### src/rtl/tmr16_pkg.sv
// Shared constants and helpers for the 16-bit timer/counter.
// Assumes: the prescale field is narrow (a few bits), so its divider fits a small counter.
package tmr16_pkg;

    // Count source choices, matching the clk_sel pin encoding.
    typedef enum logic {
        SRC_INSTR = 1'b0,
        SRC_EXT   = 1'b1
    } tmr_src_e;

    // Byte lane addresses on the narrow bus.
    localparam logic ADDR_LO = 1'b0;
    localparam logic ADDR_HI = 1'b1;

endpackage

### src/rtl/tmr16_edge_detect.sv
// Finds rising edges of the external count clock. The edge comes either from a
// chain of SYNC_STAGES flops or, in bypass mode, from the raw pin against one
// sampled copy.
// Assumes: the external clock is slower than half the system clock, and
// SYNC_STAGES >= 2.
module tmr16_edge_detect #(
    parameter int SYNC_STAGES = 2
) (
    input  logic clk,
    input  logic rst_n,
    input  logic ext_in,
    input  logic bypass_sync,
    output logic rise_o
);

    logic [SYNC_STAGES-1:0] sync_q;
    logic                   hist_q;
    logic                   raw_q;

    // Shift the pin through the synchronizer and keep delayed copies for edge finding.
    always_ff @(posedge clk) begin
        if (!rst_n) begin
            sync_q <= '0;
            hist_q <= 1'b0;
            raw_q  <= 1'b0;
        end else begin
            sync_q <= {sync_q[SYNC_STAGES-2:0], ext_in};
            hist_q <= sync_q[SYNC_STAGES-1];
            raw_q  <= ext_in;
        end
    end

    // Pick the edge source for the selected external mode.
    always_comb begin
        if (bypass_sync) rise_o = ext_in & ~raw_q;
        else             rise_o = sync_q[SYNC_STAGES-1] & ~hist_q;
    end

    // an edge pulse lasts a single cycle in either mode.
    p_single_pulse_r3: assert property (@(posedge clk) disable iff (!rst_n)
        (rise_o && $stable(bypass_sync)) |=> !rise_o);

endmodule

### src/rtl/tmr16_prescaler.sv
// Divide chain: an instruction-clock divider (system clock / INSTR_DIV), a
// source select, and a 2^sel prescaler. It gives one increment strobe per
// prescaled tick. A restart, or a change of the prescale field, clears both
// dividers. While run is off, the dividers hold.
// Assumes: INSTR_DIV >= 2.
module tmr16_prescaler #(
    parameter int SEL_W     = 2,
    parameter int INSTR_DIV = 4
) (
    input  logic             clk,
    input  logic             rst_n,
    input  logic             run_en,
    input  logic             use_ext,
    input  logic             ext_rise,
    input  logic [SEL_W-1:0] sel,
    input  logic             restart,
    output logic             inc_o
);

    localparam int QW  = $clog2(INSTR_DIV);
    localparam int PCW = (1 << SEL_W) - 1;

    logic [QW-1:0]    quarter_q;
    logic [PCW-1:0]   pre_q;
    logic [SEL_W-1:0] sel_q;
    logic [PCW-1:0]   pre_last;
    logic             base_tick;
    logic             sel_changed;
    logic             chain_clr;

    // Terminal prescale count for the selected ratio, and the tick from the chosen source.
    always_comb begin
        pre_last    = PCW'((32'd1 << sel) - 32'd1);
        base_tick   = use_ext ? ext_rise : (quarter_q == QW'(INSTR_DIV - 1));
        sel_changed = (sel != sel_q);
        chain_clr   = restart | sel_changed;
        inc_o       = run_en & ~chain_clr & base_tick & (pre_q == pre_last);
    end

    // Advance the two dividers while running; clear them on restart.
    always_ff @(posedge clk) begin
        if (!rst_n) begin
            quarter_q <= '0;
            pre_q     <= '0;
            sel_q     <= '0;
        end else begin
            sel_q <= sel;
            if (chain_clr) begin
                quarter_q <= '0;
                pre_q     <= '0;
            end else if (run_en) begin
                quarter_q <= (quarter_q == QW'(INSTR_DIV - 1)) ? '0 : quarter_q + 1'b1;
                if (base_tick) pre_q <= (pre_q == pre_last) ? '0 : pre_q + 1'b1;
            end
        end
    end

    // a restart leaves the prescale count at zero.
    p_restart_clears_r11: assert property (@(posedge clk) disable iff (!rst_n)
        chain_clr |=> (pre_q == '0));

    // while the ratio is steady, the prescale count never passes its terminal value.
    p_pre_bound_r2: assert property (@(posedge clk) disable iff (!rst_n)
        !sel_changed |-> (pre_q <= pre_last));

    // with run off, the divide chain holds unless it is restarted.
    p_chain_hold_r5: assert property (@(posedge clk) disable iff (!rst_n)
        (!run_en && !chain_clr) |=> ($stable(pre_q) && $stable(quarter_q)));

endmodule

### src/rtl/tmr16_count_core.sv
// The 16-bit count register, the sticky overflow flag and the byte-lane bus
// access through a holding register. Priority on the count: event clear, then
// a bus write to the count, then an increment.
// Assumes: the count is exactly two bus bytes wide.
module tmr16_count_core
    import tmr16_pkg::*;
#(
    parameter int BUS_W = 8
) (
    input  logic             clk,
    input  logic             rst_n,
    input  logic             inc,
    input  logic             evt_clr,
    input  logic             ovf_clr,
    input  logic             rw16,
    input  logic             bus_wr,
    input  logic             bus_rd,
    input  logic             bus_addr,
    input  logic [BUS_W-1:0] bus_wdata,
    output logic [BUS_W-1:0] bus_rdata,
    output logic             ovf_o,
    output logic             cnt_wr_o
);

    localparam int CNT_W = 2 * BUS_W;

    logic [CNT_W-1:0] cnt_q;
    logic [BUS_W-1:0] hold_q;
    logic             wrap;
    logic             hold_wr;
    logic             hold_cap;

    // Decode the bus strobes into count load, holding-register write and capture.
    always_comb begin
        cnt_wr_o = bus_wr & ((bus_addr == ADDR_LO) | ~rw16);
        hold_wr  = bus_wr & rw16 & (bus_addr == ADDR_HI);
        hold_cap = bus_rd & rw16 & (bus_addr == ADDR_LO);
        wrap     = inc & (cnt_q == '1) & ~evt_clr & ~cnt_wr_o;
    end

    // Count register: clear, load from the bus, or step.
    always_ff @(posedge clk) begin
        if (!rst_n) begin
            cnt_q <= '0;
        end else if (evt_clr) begin
            cnt_q <= '0;
        end else if (cnt_wr_o) begin
            if (bus_addr == ADDR_LO)
                cnt_q <= rw16 ? {hold_q, bus_wdata} : {cnt_q[CNT_W-1:BUS_W], bus_wdata};
            else
                cnt_q <= {bus_wdata, cnt_q[BUS_W-1:0]};
        end else if (inc) begin
            cnt_q <= cnt_q + 1'b1;
        end
    end

    // Holding register: written from the bus, or captures the high byte on a low read.
    always_ff @(posedge clk) begin
        if (!rst_n)        hold_q <= '0;
        else if (hold_wr)  hold_q <= bus_wdata;
        else if (hold_cap) hold_q <= cnt_q[CNT_W-1:BUS_W];
    end

    // Overflow flag: set on wrap, cleared only by its clear input.
    always_ff @(posedge clk) begin
        if (!rst_n)       ovf_o <= 1'b0;
        else if (wrap)    ovf_o <= 1'b1;
        else if (ovf_clr) ovf_o <= 1'b0;
    end

    // Read mux for the two byte lanes.
    assign bus_rdata = (bus_addr == ADDR_LO) ? cnt_q[BUS_W-1:0]
                     : (rw16 ? hold_q : cnt_q[CNT_W-1:BUS_W]);

    // an event clear zeroes the count on the next edge.
    p_evt_clear_r7: assert property (@(posedge clk) disable iff (!rst_n)
        evt_clr |=> (cnt_q == '0));

    // a step from the top value raises the flag.
    p_ovf_set_r6: assert property (@(posedge clk) disable iff (!rst_n)
        (inc && cnt_q == '1 && !evt_clr && !bus_wr) |=> ovf_o);

    // the flag is sticky until it is cleared.
    p_ovf_sticky_r6: assert property (@(posedge clk) disable iff (!rst_n)
        (ovf_o && !ovf_clr) |=> ovf_o);

    // with no step, load or clear, the count holds.
    p_cnt_hold_r5: assert property (@(posedge clk) disable iff (!rst_n)
        (!inc && !bus_wr && !evt_clr) |=> $stable(cnt_q));

    // a buffered high write leaves the count alone.
    p_hold_write_r9: assert property (@(posedge clk) disable iff (!rst_n)
        (hold_wr && !inc && !evt_clr) |=> $stable(cnt_q));

endmodule

### src/rtl/tmr16_unit.sv
// Top of the 16-bit timer/counter: external edge detection, the divide chain
// and the count core with byte-lane bus access.
// Assumes: all inputs are synchronous to clk, except ext_clk.
module tmr16_unit
    import tmr16_pkg::*;
#(
    parameter int BUS_W       = 8,
    parameter int SEL_W       = 2,
    parameter int INSTR_DIV   = 4,
    parameter int SYNC_STAGES = 2
) (
    input  logic             clk,
    input  logic             rst_n,
    input  logic             run_en,
    input  logic             clk_sel,
    input  logic             sync_bypass,
    input  logic [SEL_W-1:0] presc_sel,
    input  logic             rw16_en,
    input  logic             ext_clk,
    input  logic             evt_clr,
    input  logic             ovf_clr,
    input  logic             bus_wr,
    input  logic             bus_rd,
    input  logic             bus_addr,
    input  logic [BUS_W-1:0] bus_wdata,
    output logic [BUS_W-1:0] bus_rdata,
    output logic             ovf_flag
);

    logic ext_rise;
    logic inc;
    logic cnt_wr;
    logic use_ext;

    assign use_ext = (tmr_src_e'(clk_sel) == SRC_EXT);

    tmr16_edge_detect #(
        .SYNC_STAGES(SYNC_STAGES)
    ) u_edge (
        .clk        (clk),
        .rst_n      (rst_n),
        .ext_in     (ext_clk),
        .bypass_sync(sync_bypass),
        .rise_o     (ext_rise)
    );

    tmr16_prescaler #(
        .SEL_W    (SEL_W),
        .INSTR_DIV(INSTR_DIV)
    ) u_pre (
        .clk     (clk),
        .rst_n   (rst_n),
        .run_en  (run_en),
        .use_ext (use_ext),
        .ext_rise(ext_rise),
        .sel     (presc_sel),
        .restart (cnt_wr),
        .inc_o   (inc)
    );

    tmr16_count_core #(
        .BUS_W(BUS_W)
    ) u_core (
        .clk      (clk),
        .rst_n    (rst_n),
        .inc      (inc),
        .evt_clr  (evt_clr),
        .ovf_clr  (ovf_clr),
        .rw16     (rw16_en),
        .bus_wr   (bus_wr),
        .bus_rd   (bus_rd),
        .bus_addr (bus_addr),
        .bus_wdata(bus_wdata),
        .bus_rdata(bus_rdata),
        .ovf_o    (ovf_flag),
        .cnt_wr_o (cnt_wr)
    );

    // with run off, no increment reaches the count.
    p_no_step_off_r5: assert property (@(posedge clk) disable iff (!rst_n)
        !run_en |-> !inc);

endmodule

### config.mk
export PLATFORM = sky130hd
export DESIGN_NAME = tmr16_unit
export DESIGN_NICKNAME = d
export VERILOG_FILES = /design/src/rtl/tmr16_pkg.sv /design/src/rtl/tmr16_edge_detect.sv /design/src/rtl/tmr16_prescaler.sv /design/src/rtl/tmr16_count_core.sv /design/src/rtl/tmr16_unit.sv
export SDC_FILE = /design/constraint.sdc
export NUM_CORES = 1
export LEC_CHECK = 0
export ABC_AREA = 1
export BUFFER_PORTS_ARGS = -buffer_cell sky130_fd_sc_hd__buf_4
export CAP_MARGIN = 0
export CORE_MARGIN = 2
export CORE_UTILIZATION = 30
export CTS_BUF_LIST = sky130_fd_sc_hd__clkbuf_4 sky130_fd_sc_hd__clkbuf_8
export DETAILED_ROUTE_END_ITERATION = 10
export PLACE_DENSITY = 0.53
export SLEW_MARGIN = 30
export SYNTH_ARGS = -nofsm -noshare
export SYNTH_HDL_FRONTEND = slang
export SYNTH_SLANG_ARGS = --single-unit
### constraint.sdc
create_clock -name clk -period 2.6 [get_ports clk]
set_input_delay 0.13 -clock clk [delete_from_list [all_inputs] [get_ports clk]]
set_output_delay 0.13 -clock clk [all_outputs]
set_load 0.005 [all_outputs]
==> impl_metrics.env, run 1 <==
export IMPL_status="completed"
export IMPL_ios=31
export IMPL_cts_max_path_buffers=2
export IMPL_clock_fmax_ghz=0.555
export IMPL_grt_use_total_pct=17.5
export IMPL_coreArea_um2=7730
export IMPL_place_congestion=0.870
export IMPL_syn_area_um2=2390
export IMPL_finalSetupViolCount=0
export IMPL_initial_core_util_pct=30.9
export IMPL_combPwrFrac_pct=18.4
export IMPL_r2r_cells=10
export IMPL_pwr_share_clk_pct=35.6
export IMPL_area_growth_pct=16.4
export IMPL_cts_max_level=2
export IMPL_drv_slew=0
export IMPL_finalHoldViolCount=0
export IMPL_dieHeight_um=93.2
export IMPL_numCtsBuffers=5
export IMPL_dominantRegCellSynth="dfxtp_1"
export IMPL_crit_buf_inv=1
export IMPL_first_iter_violations=258
export IMPL_fin_skew_ns=0.0173
export IMPL_portBuffers=30
export IMPL_hp_class="in -> reg"
export IMPL_grt_pass1_vias=2381
export IMPL_whs_ns=0.0257
export IMPL_p_sw_share_pct=31.0
export IMPL_yosysWarnings=0
export IMPL_hold_end="u_edge.sync_q[0]$_SDFF_PN0_"
export IMPL_critical_path_startpoint_type="flop"
export IMPL_relSlewSlack_pct=57.0
export IMPL_postCtsSetupRepairBufs=0
export IMPL_cts_tree="done"
export IMPL_rsz0062_at_grt="no"
export IMPL_grt_start_max_net_pins=22
export IMPL_synth_distinct_cells=30
export IMPL_wl_per_cell_um=13.4
export IMPL_endpoint_kind="flop"
export IMPL_synth_net_count=424
export IMPL_rows=32
export IMPL_pre_cts_slack_ns=0.695
export IMPL_routed_wl_um=7090
export IMPL_grt_pass1_wl_um=12000
export IMPL_cp_slowest_cell="dfxtp_1"
export IMPL_r2r_start="u_pre.quarter_q[0]$_SDFFE_PP0P_"
export IMPL_final_nets=450
export IMPL_period_share_pct=69.3
export IMPL_r2r_end="u_core.cnt_q[14]$_SDFFE_PP0P_"
export IMPL_post_drt_via_cell_ratio=4.95
export IMPL_netlist_instances=399
export IMPL_period_minus_slack_ns=1.80
export IMPL_p_seq_share_pct=46.0
export IMPL_die_width_um=93.2
export IMPL_yosys_top_cells_area="dfxtp_1 29%, nand2_1 17%, nor2_1 8.8%"
export IMPL_ant_nets=0
export IMPL_crit_arrival_ns=1.99
export IMPL_yosys_area_share_simple_pct=37.5
export IMPL_placed_cell_area_um2=2680
export IMPL_synthAdderAreaFrac_pct=1.57
export IMPL_design_area_um2=2780
export IMPL_vias=2613
export IMPL_grt_antenna_before_repair=0
export IMPL_cts_clk_slew_worst_paths_ns=0.08
export IMPL_grt_ovfl_total=0
export IMPL_hp_start="ext_clk"
export IMPL_cp_cell_sequence="ha_1 -> nor2_1 -> nor2_1 -> nand2_1 -> inv_1 -> nand3_4 -> nand2_2 -> nand2_1 -> nand2_1 -> nor2_1"
export IMPL_clock_sinks=35
export IMPL_reg2reg_slack_ns=0.80
export IMPL_crit_required_ns=2.79
export IMPL_ys_seq_area_share_pct=29.4
export IMPL_yosys_area_top_type="dfxtp_1"
export IMPL_drive_gt1_share_pct=12.7
export IMPL_ir_drop_uv=162
export IMPL_synthArstFlopShare_pct=0
export IMPL_hold_buffers=0
export IMPL_drcViolationCount=0
export IMPL_cts_root_buffer="clkbuf_8"
export IMPL_die_area_um2=8690
export IMPL_yosys_register_bits=35
export IMPL_worst_slew_pin_slew_ns=0.644
export IMPL_path_class="reg -> reg"
export IMPL_maxCapViolations=0
export IMPL_worstPathMaxFanout=19
export IMPL_tns_ns=0
export IMPL_fin_ws_ns=0.799
export IMPL_synth_compound_area_share_pct=19.7
export IMPL_dpl_hpwl_um=5430
export IMPL_synth_common_cells="107 x nand2_1, 56 x nor2_1, 48 x inv_1, 41 x o21ai_0, 35 x dfxtp_1"
export IMPL_p_sw_uw=387
export IMPL_power_leakage_uw=0.00123
export IMPL_diodes=0
export IMPL_synth_xor_area_share_pct=1.05
export IMPL_max_stage_delay_ns=0.37
export IMPL_synthMuxAreaShare_pct=0
export IMPL_clk_latency_ns=0.30
export IMPL_p_per_area_nw_per_um2=449
export IMPL_finalPower_uw=1250
export IMPL_p_int_uw=861
export IMPL_critPathTopFamily="simple AND/OR/NAND/NOR gates"
export IMPL_synth_edf_count=0
export IMPL_hold_path_depth=3
export IMPL_yosysMostFrequentCell="nand2_1"
export IMPL_synth_top_cell_area_share_pct=29.4
export IMPL_synth_top_family_by_area="simple AND/OR/NAND/NOR gates"
export IMPL_synth_avg_cell_area_um2=5.98
export IMPL_drtPass1Iterations=5
export IMPL_cts_resized=0
## power groups by stage
stage,registers [µW],logic [µW],clock network [µW]
5_1_grt,577,262,480
3_5_place_dp,586,229,0
6_report,574,229,444
3_3_place_gp,586,229,0
4_1_cts,573,230,456
2_1_floorplan,580,149,0
## placed cells by master (no fill, tap or decap), types with 3 or more instances in the layout
master,count
nor2_1,56
inv_2,3
nand2_1,107
nand4_1,5
nand3_2,3
o211ai_1,9
ha_1,3
dfxtp_1,35
o21ai_0,41
nor2_2,3
a21oi_1,31
nand3_1,25
inv_1,48
buf_4,31
clkbuf_8,6
o22ai_1,3
## worst max-delay path by stage
stage                                          from                       endpoint  cells after the start  slack, ns
floorplan           u_pre.quarter_q[0]$_SDFFE_PP0P_   u_core.cnt_q[0]$_SDFFE_PP0P_                      9       1.19
global placement                           bus_addr  u_core.cnt_q[12]$_SDFFE_PP0P_                     10       0.77
detailed placement                         bus_addr  u_core.cnt_q[12]$_SDFFE_PP0P_                     10       0.70
CTS                 u_pre.quarter_q[0]$_SDFFE_PP0P_  u_core.cnt_q[12]$_SDFFE_PP0P_                     10       0.78
global route        u_pre.quarter_q[0]$_SDFFE_PP0P_  u_core.cnt_q[12]$_SDFFE_PP0P_                     10       0.54
finish              u_pre.quarter_q[0]$_SDFFE_PP0P_  u_core.cnt_q[14]$_SDFFE_PP0P_                     10       0.80
## final cells by class
| class | count | area, µm² |
|---|---|---|
| clock inverter | 2 | 16.3 |
| fill | 865 | 4950 |
| timing repair buffer | 31 | 233 |
| tap | 102 | 128 |
| sequential | 35 | 701 |
| clock buffer | 6 | 82.6 |
| multi-input combinational | 301 | 1430 |
| inverter | 51 | 191 |
## registers in the layout, summed over array words and instances, names as in the netlist
name and flops:
u_core.cnt_q 16, u_core.hold_q 8, u_pre.pre_q 3, u_edge.sync_q 2
u_pre.quarter_q 2, u_pre.sel_q 2, u_core.ovf_o 1, u_edge.hist_q 1
## per-stage QoR
step           instances  util [%]
2_1_floorplan        399         -
3_3_place_gp         520      34.7
3_5_place_dp         520      34.7
4_1_cts              528      36.0
5_1_grt              528      36.0
6_report             528      36.0
## worst register-to-register path, cell delays in order, from the launching register on
cell and delay (ns):
dfxtp_1 0.37, ha_1 0.19, nor2_1 0.05, nor2_1 0.08, nand2_1 0.19, inv_1 0.18, nand3_4 0.23, nand2_2 0.25
nand2_1 0.07, nand2_1 0.06, nor2_1 0.04
## kinds of logic after synthesis
group	Yosys count
adders and majority gates	3
and+or+nand+nor	209
xor gates and xnor gates	2
buffers and inverters	63
AOI/OAI and AO/OA	87
DFF	35
## routing by layer
metal	global-route usage, %	wire length (µm)	vias up
li1	-	-	1354
met1	26.0	3480	1161
met2	25.7	3030	91
met3	3.14	491	7
met4	5.15	88	0
met5	0	0	-
Note: power is estimated with default switching activity, not from simulation.
==> inputs of run 2 (changes only) <==
Clock period 2.6 ns to 1.7 ns, I/O delays scaled along.
==> impl_metrics.env, run 2 (synthesized netlist as in run 1, its figures left out) <==
export IMPL_hp_class="in -> reg"
export IMPL_grt_ovfl_total=0
export IMPL_first_iter_violations=178
export IMPL_die_area_um2=8690
export IMPL_whs_ns=0.0261
export IMPL_worst_slew_pin_slew_ns=0.568
export IMPL_grt_pass1_wl_um=12300
export IMPL_cts_root_buffer="clkbuf_8"
export IMPL_cts_clk_slew_worst_paths_ns=0.08
export IMPL_regMostFlops="u_core.cnt_q"
export IMPL_grt_pass1_vias=2509
export IMPL_cts_max_path_buffers=2
export IMPL_crit_required_ns=1.87
export IMPL_final_common_cell="nand2_1"
export IMPL_dieHeight_um=93.2
export IMPL_diodes=0
export IMPL_grt_use_total_pct=18.0
export IMPL_die_width_um=93.2
export IMPL_maxCapViolations=0
export IMPL_p_per_area_nw_per_um2=744
export IMPL_clk_latency_ns=0.29
export IMPL_ios=31
export IMPL_path_class="reg -> reg"
export IMPL_post_drt_via_cell_ratio=4.76
export IMPL_cts_max_level=2
export IMPL_worstPathMaxFanout=7
export IMPL_routed_wl_um=7280
export IMPL_critical_path_startpoint_type="flop"
export IMPL_cts_tree="done"
export IMPL_crit_arrival_ns=1.70
export IMPL_ir_drop_uv=412
export IMPL_fin_skew_ns=0.00280
export IMPL_clock_fmax_ghz=0.653
export IMPL_rows=32
export IMPL_period_minus_slack_ns=1.53
export IMPL_endpoint_kind="flop"
export IMPL_area_growth_pct=23.4
export IMPL_numCtsBuffers=5
export IMPL_initial_core_util_pct=30.9
export IMPL_portBuffers=30
export IMPL_power_leakage_uw=0.00132
export IMPL_status="completed"
export IMPL_period_share_pct=90.1
export IMPL_dpl_hpwl_um=5480
export IMPL_final_nets=465
export IMPL_vias=2584
export IMPL_grt_antenna_before_repair=0
export IMPL_finalSetupViolCount=0
export IMPL_relSlewSlack_pct=62.0
export IMPL_wl_per_cell_um=13.4
export IMPL_drive_gt1_share_pct=16.1
export IMPL_ant_nets=0
export IMPL_clock_sinks=35
export IMPL_largest_reg_flops=16
export IMPL_finalHoldViolCount=0
export IMPL_layout_common_cells="107 x nand2_1, 54 x nor2_1, 48 x inv_1"
export IMPL_tns_ns=0
export IMPL_drcViolationCount=0
export IMPL_coreArea_um2=7730
export IMPL_drv_slew=0
export IMPL_grt_start_max_net_pins=22
export IMPL_drtPass1Iterations=4
export IMPL_postCtsSetupRepairBufs=0
export IMPL_reg_largest_list="u_core.cnt_q x16, u_core.hold_q x8, u_pre.pre_q x3"
export IMPL_place_congestion=0.896
## run 2: changes by cell type in the layout (fill, tap and decap cells not counted), sizes merged
cell and change:
bufinv +2, buf +14, clkbuf -1, dlygate4sd3 +1, clkinv -1
## run 2: worst max-delay path, stage by stage (launching register included)
cell     delay [ns]
dfxtp_1        0.37
ha_1           0.18
nor2_1         0.04
nor2_1         0.08
nand2_1        0.10
buf_4          0.17
o21ai_0        0.38
a21oi_1        0.08
## run 2: per-layer routing
layer  global-route usage, %  up-vias  routed length, µm
li1                        -     1369                  -
met1                    24.7     1153               3570
met2                    29.3       53               3290
met3                    2.82        9                324
met4                    4.66        0                 95
met5                       0        -                  0
## run 2: worst paths after layout
| kind | start | endpoint | slack (ns) | cells past startpoint |
|---|---|---|---|---|
| max reg2reg | u_pre.quarter_q[0]$_SDFFE_PP0P_ | u_pre.pre_q[0]$_SDFFE_PP0P_ | 0.17 | 7 |
| max | u_pre.quarter_q[0]$_SDFFE_PP0P_ | u_pre.pre_q[0]$_SDFFE_PP0P_ | 0.17 | 7 |
| min | presc_sel[0] | u_pre.sel_q[0]$_SDFF_PN0_ | 0.03 | 3 |
| min reg2reg | u_edge.sync_q[0]$_SDFF_PN0_ | u_edge.sync_q[1]$_SDFF_PN0_ | 0.43 | 2 |
## run 2: layout make-up
type,instances,area [µm²]
repair buffers,46,348
inverters,51,191
clock buffers,5,68.8
flip-flops and latches,35,701
well taps,102,128
fillers,872,4780
clock inverters,3,67.6
multi-input cells,301,1440
## run 2: timing repair
item / 4_1_cts / 5_1_grt
endpoints found under the setup margin: 0 / 6
resized for setup: 0 / 4
hold endpoints to repair: 1 / 0
hold buffers: 1 / 0
## run 2: stage by stage
stage / power [µW] / std cells / setup WS, ns / utilization (%) / cell area, µm²
floorplan: 1120 / 399 / 0.292 / - / 2390
global placement: 1270 / 534 / 0.173 / 36.0 / 2790
detailed placement: 1270 / 534 / 0.107 / 36.0 / 2790
CTS: 2210 / 543 / 0.0869 / 37.9 / 2930
global route: 2300 / 543 / -0.00602 / 38.1 / 2950
finish: 2190 / 543 / 0.168 / 38.1 / 2950
## run 2: power by group
group          switching (µW)  internal (µW)
clock network             352            586
registers                27.7            849
logic                     219            156
==> inputs of run 3 (changes only) <==
Settings changed: RECOVER_POWER set to 25.
==> impl_metrics.env, run 3 (synthesized netlist as in run 1, its figures left out) <==
export IMPL_status="completed"
export IMPL_top_layer_used="met4"
export IMPL_grt_start_max_net_pins=22
export IMPL_dieHeight_um=93.2
export IMPL_cts_max_level=2
export IMPL_hp_class="in -> reg"
export IMPL_critical_path_startpoint_type="flop"
export IMPL_coreArea_um2=7730
export IMPL_reg2reg_slack_ns=0.17
export IMPL_endpoint_kind="flop"
export IMPL_grt_ovfl_total=0
export IMPL_cts_max_path_buffers=2
export IMPL_finalPower_uw=2190
export IMPL_wl_met1_um=3620
export IMPL_crit_required_ns=1.87
export IMPL_worstPathMaxFanout=7
export IMPL_initial_core_util_pct=30.9
export IMPL_final_nets=465
export IMPL_drive_gt1_share_pct=15.6
export IMPL_combPwrFrac_pct=17.1
export IMPL_largest_reg_flops=16
export IMPL_first_iter_violations=197
export IMPL_crit_arrival_ns=1.70
export IMPL_fin_cells=543
export IMPL_cts_root_buffer="clkbuf_8"
export IMPL_period_minus_slack_ns=1.53
export IMPL_clk_latency_ns=0.29
export IMPL_hp_start="presc_sel[0]"
export IMPL_maxCapViolations=0
export IMPL_clock_fmax_ghz=0.652
export IMPL_cts_clk_slew_worst_paths_ns=0.08
export IMPL_endpoint="u_pre.pre_q[0]$_SDFFE_PP0P_"
export IMPL_startpoint="u_pre.quarter_q[0]$_SDFFE_PP0P_"
export IMPL_met2WireLength_um=3280
export IMPL_ant_nets=0
export IMPL_numCtsBuffers=5
export IMPL_drcViolationCount=0
export IMPL_relSlewSlack_pct=62.0
export IMPL_p_per_area_nw_per_um2=744
export IMPL_final_common_cell="nand2_1"
export IMPL_drtPass1Iterations=4
export IMPL_reg_largest_list="u_core.cnt_q x16, u_core.hold_q x8, u_pre.pre_q x3"
export IMPL_wl_met3_um=272
export IMPL_path_class="reg -> reg"
export IMPL_regMostFlops="u_core.cnt_q"
export IMPL_r2r_start="u_pre.quarter_q[0]$_SDFFE_PP0P_"
export IMPL_grt_pass1_wl_um=12300
export IMPL_ios=31
export IMPL_grt_pass1_vias=2509
export IMPL_r2r_cells=7
export IMPL_area_growth_pct=23.1
export IMPL_wl_per_cell_um=13.4
export IMPL_finish_utilization_pct=38.0
export IMPL_layout_common_cells="107 x nand2_1, 54 x nor2_1, 48 x inv_1"
export IMPL_power_leakage_uw=0.00131
export IMPL_whs_ns=0.0266
export IMPL_postCtsSetupRepairBufs=0
export IMPL_p_int_uw=1590
export IMPL_p_sw_share_pct=27.3
export IMPL_worst_slew_pin_slew_ns=0.567
export IMPL_p_sw_uw=598
export IMPL_period_share_pct=90.2
export IMPL_rows=32
export IMPL_p_seq_share_pct=40.1
export IMPL_grt_use_total_pct=18.0
export IMPL_portBuffers=30
export IMPL_grt_antenna_before_repair=0
export IMPL_place_congestion=0.896
export IMPL_clock_sinks=35
export IMPL_placed_cells=534
export IMPL_ir_drop_uv=411
export IMPL_fin_skew_ns=0.00309
export IMPL_finalSetupViolCount=0
export IMPL_tns_ns=0
export IMPL_routed_wl_um=7260
export IMPL_cts_tree="done"
export IMPL_die_width_um=93.2
export IMPL_diodes=0
export IMPL_vias=2569
export IMPL_dpl_hpwl_um=5480
export IMPL_finalHoldViolCount=0
export IMPL_pwr_share_clk_pct=42.8
export IMPL_drv_slew=0
export IMPL_hold_path_depth=3
export IMPL_post_drt_via_cell_ratio=4.73
export IMPL_r2r_end="u_pre.pre_q[0]$_SDFFE_PP0P_"
export IMPL_die_area_um2=8690
-- run 3: cell types whose count changed in the layout (fill, tap and decap cells not counted) --
cell / delta
clkbuf_1: +2
clkbuf_4: +2
buf_4: -4
-- run 3: area by class of cell --
cell class,instances,area [µm²]
clock inverter,3,67.6
multi-input combinational,301,1440
sequential,35,701
tap,102,128
fill,876,4790
clock buffer,5,68.8
inverter,51,191
timing repair buffer,46,340
-- run 3: layer usage --
metal  vias up  GRT usage, %
met5         -             0
met4         0          4.66
met3         9          2.82
met2        45          29.3
met1      1145          24.7
li1       1370             -
-- run 3: power groups by stage --
stage                     logic (µW)  clock network, µW  registers, µW
after floorplan                  228                  0            887
after global placement           370                  0            895
after detailed placement         372                  0            896
after CTS                        375                953            877
after global routing             421                991            882
final                            374                936            877
-- run 3: repair_timing --
item / in CTS / in global routing
gates resized for setup: 0 / 4
hold buffers: 1 / 0
hold endpoints to repair: 1 / 0
endpoints found under the setup margin: 0 / 6
-- run 3: critical path: stages (launching register included) --
cell and delay (ns):
dfxtp_1 0.37, ha_1 0.18, nor2_1 0.04, nor2_1 0.08, nand2_1 0.10, buf_4 0.17
o21ai_0 0.38, a21oi_1 0.08
-- run 3: how the worst min path moves through the flow --
| stage | to | slack (ns) |
|---|---|---|
| after floorplan | u_edge.sync_q[0]$_SDFF_PN0_ | 0.18 |
| after global placement | u_edge.sync_q[0]$_SDFF_PN0_ | 0.28 |
| after detailed placement | u_edge.sync_q[0]$_SDFF_PN0_ | 0.28 |
| after CTS | u_pre.sel_q[0]$_SDFF_PN0_ | 0.03 |
| after global routing | u_pre.sel_q[0]$_SDFF_PN0_ | 0.04 |
| final | u_pre.sel_q[0]$_SDFF_PN0_ | 0.03 |
-- run 3: stage by stage --
stage / cell area, µm² / setup WS, ns
after floorplan: 2390 / 0.292
final: 2940 / 0.166
after global routing: 2940 / -0.00602
after CTS: 2930 / 0.0869
after detailed placement: 2790 / 0.107
after global placement: 2790 / 0.173
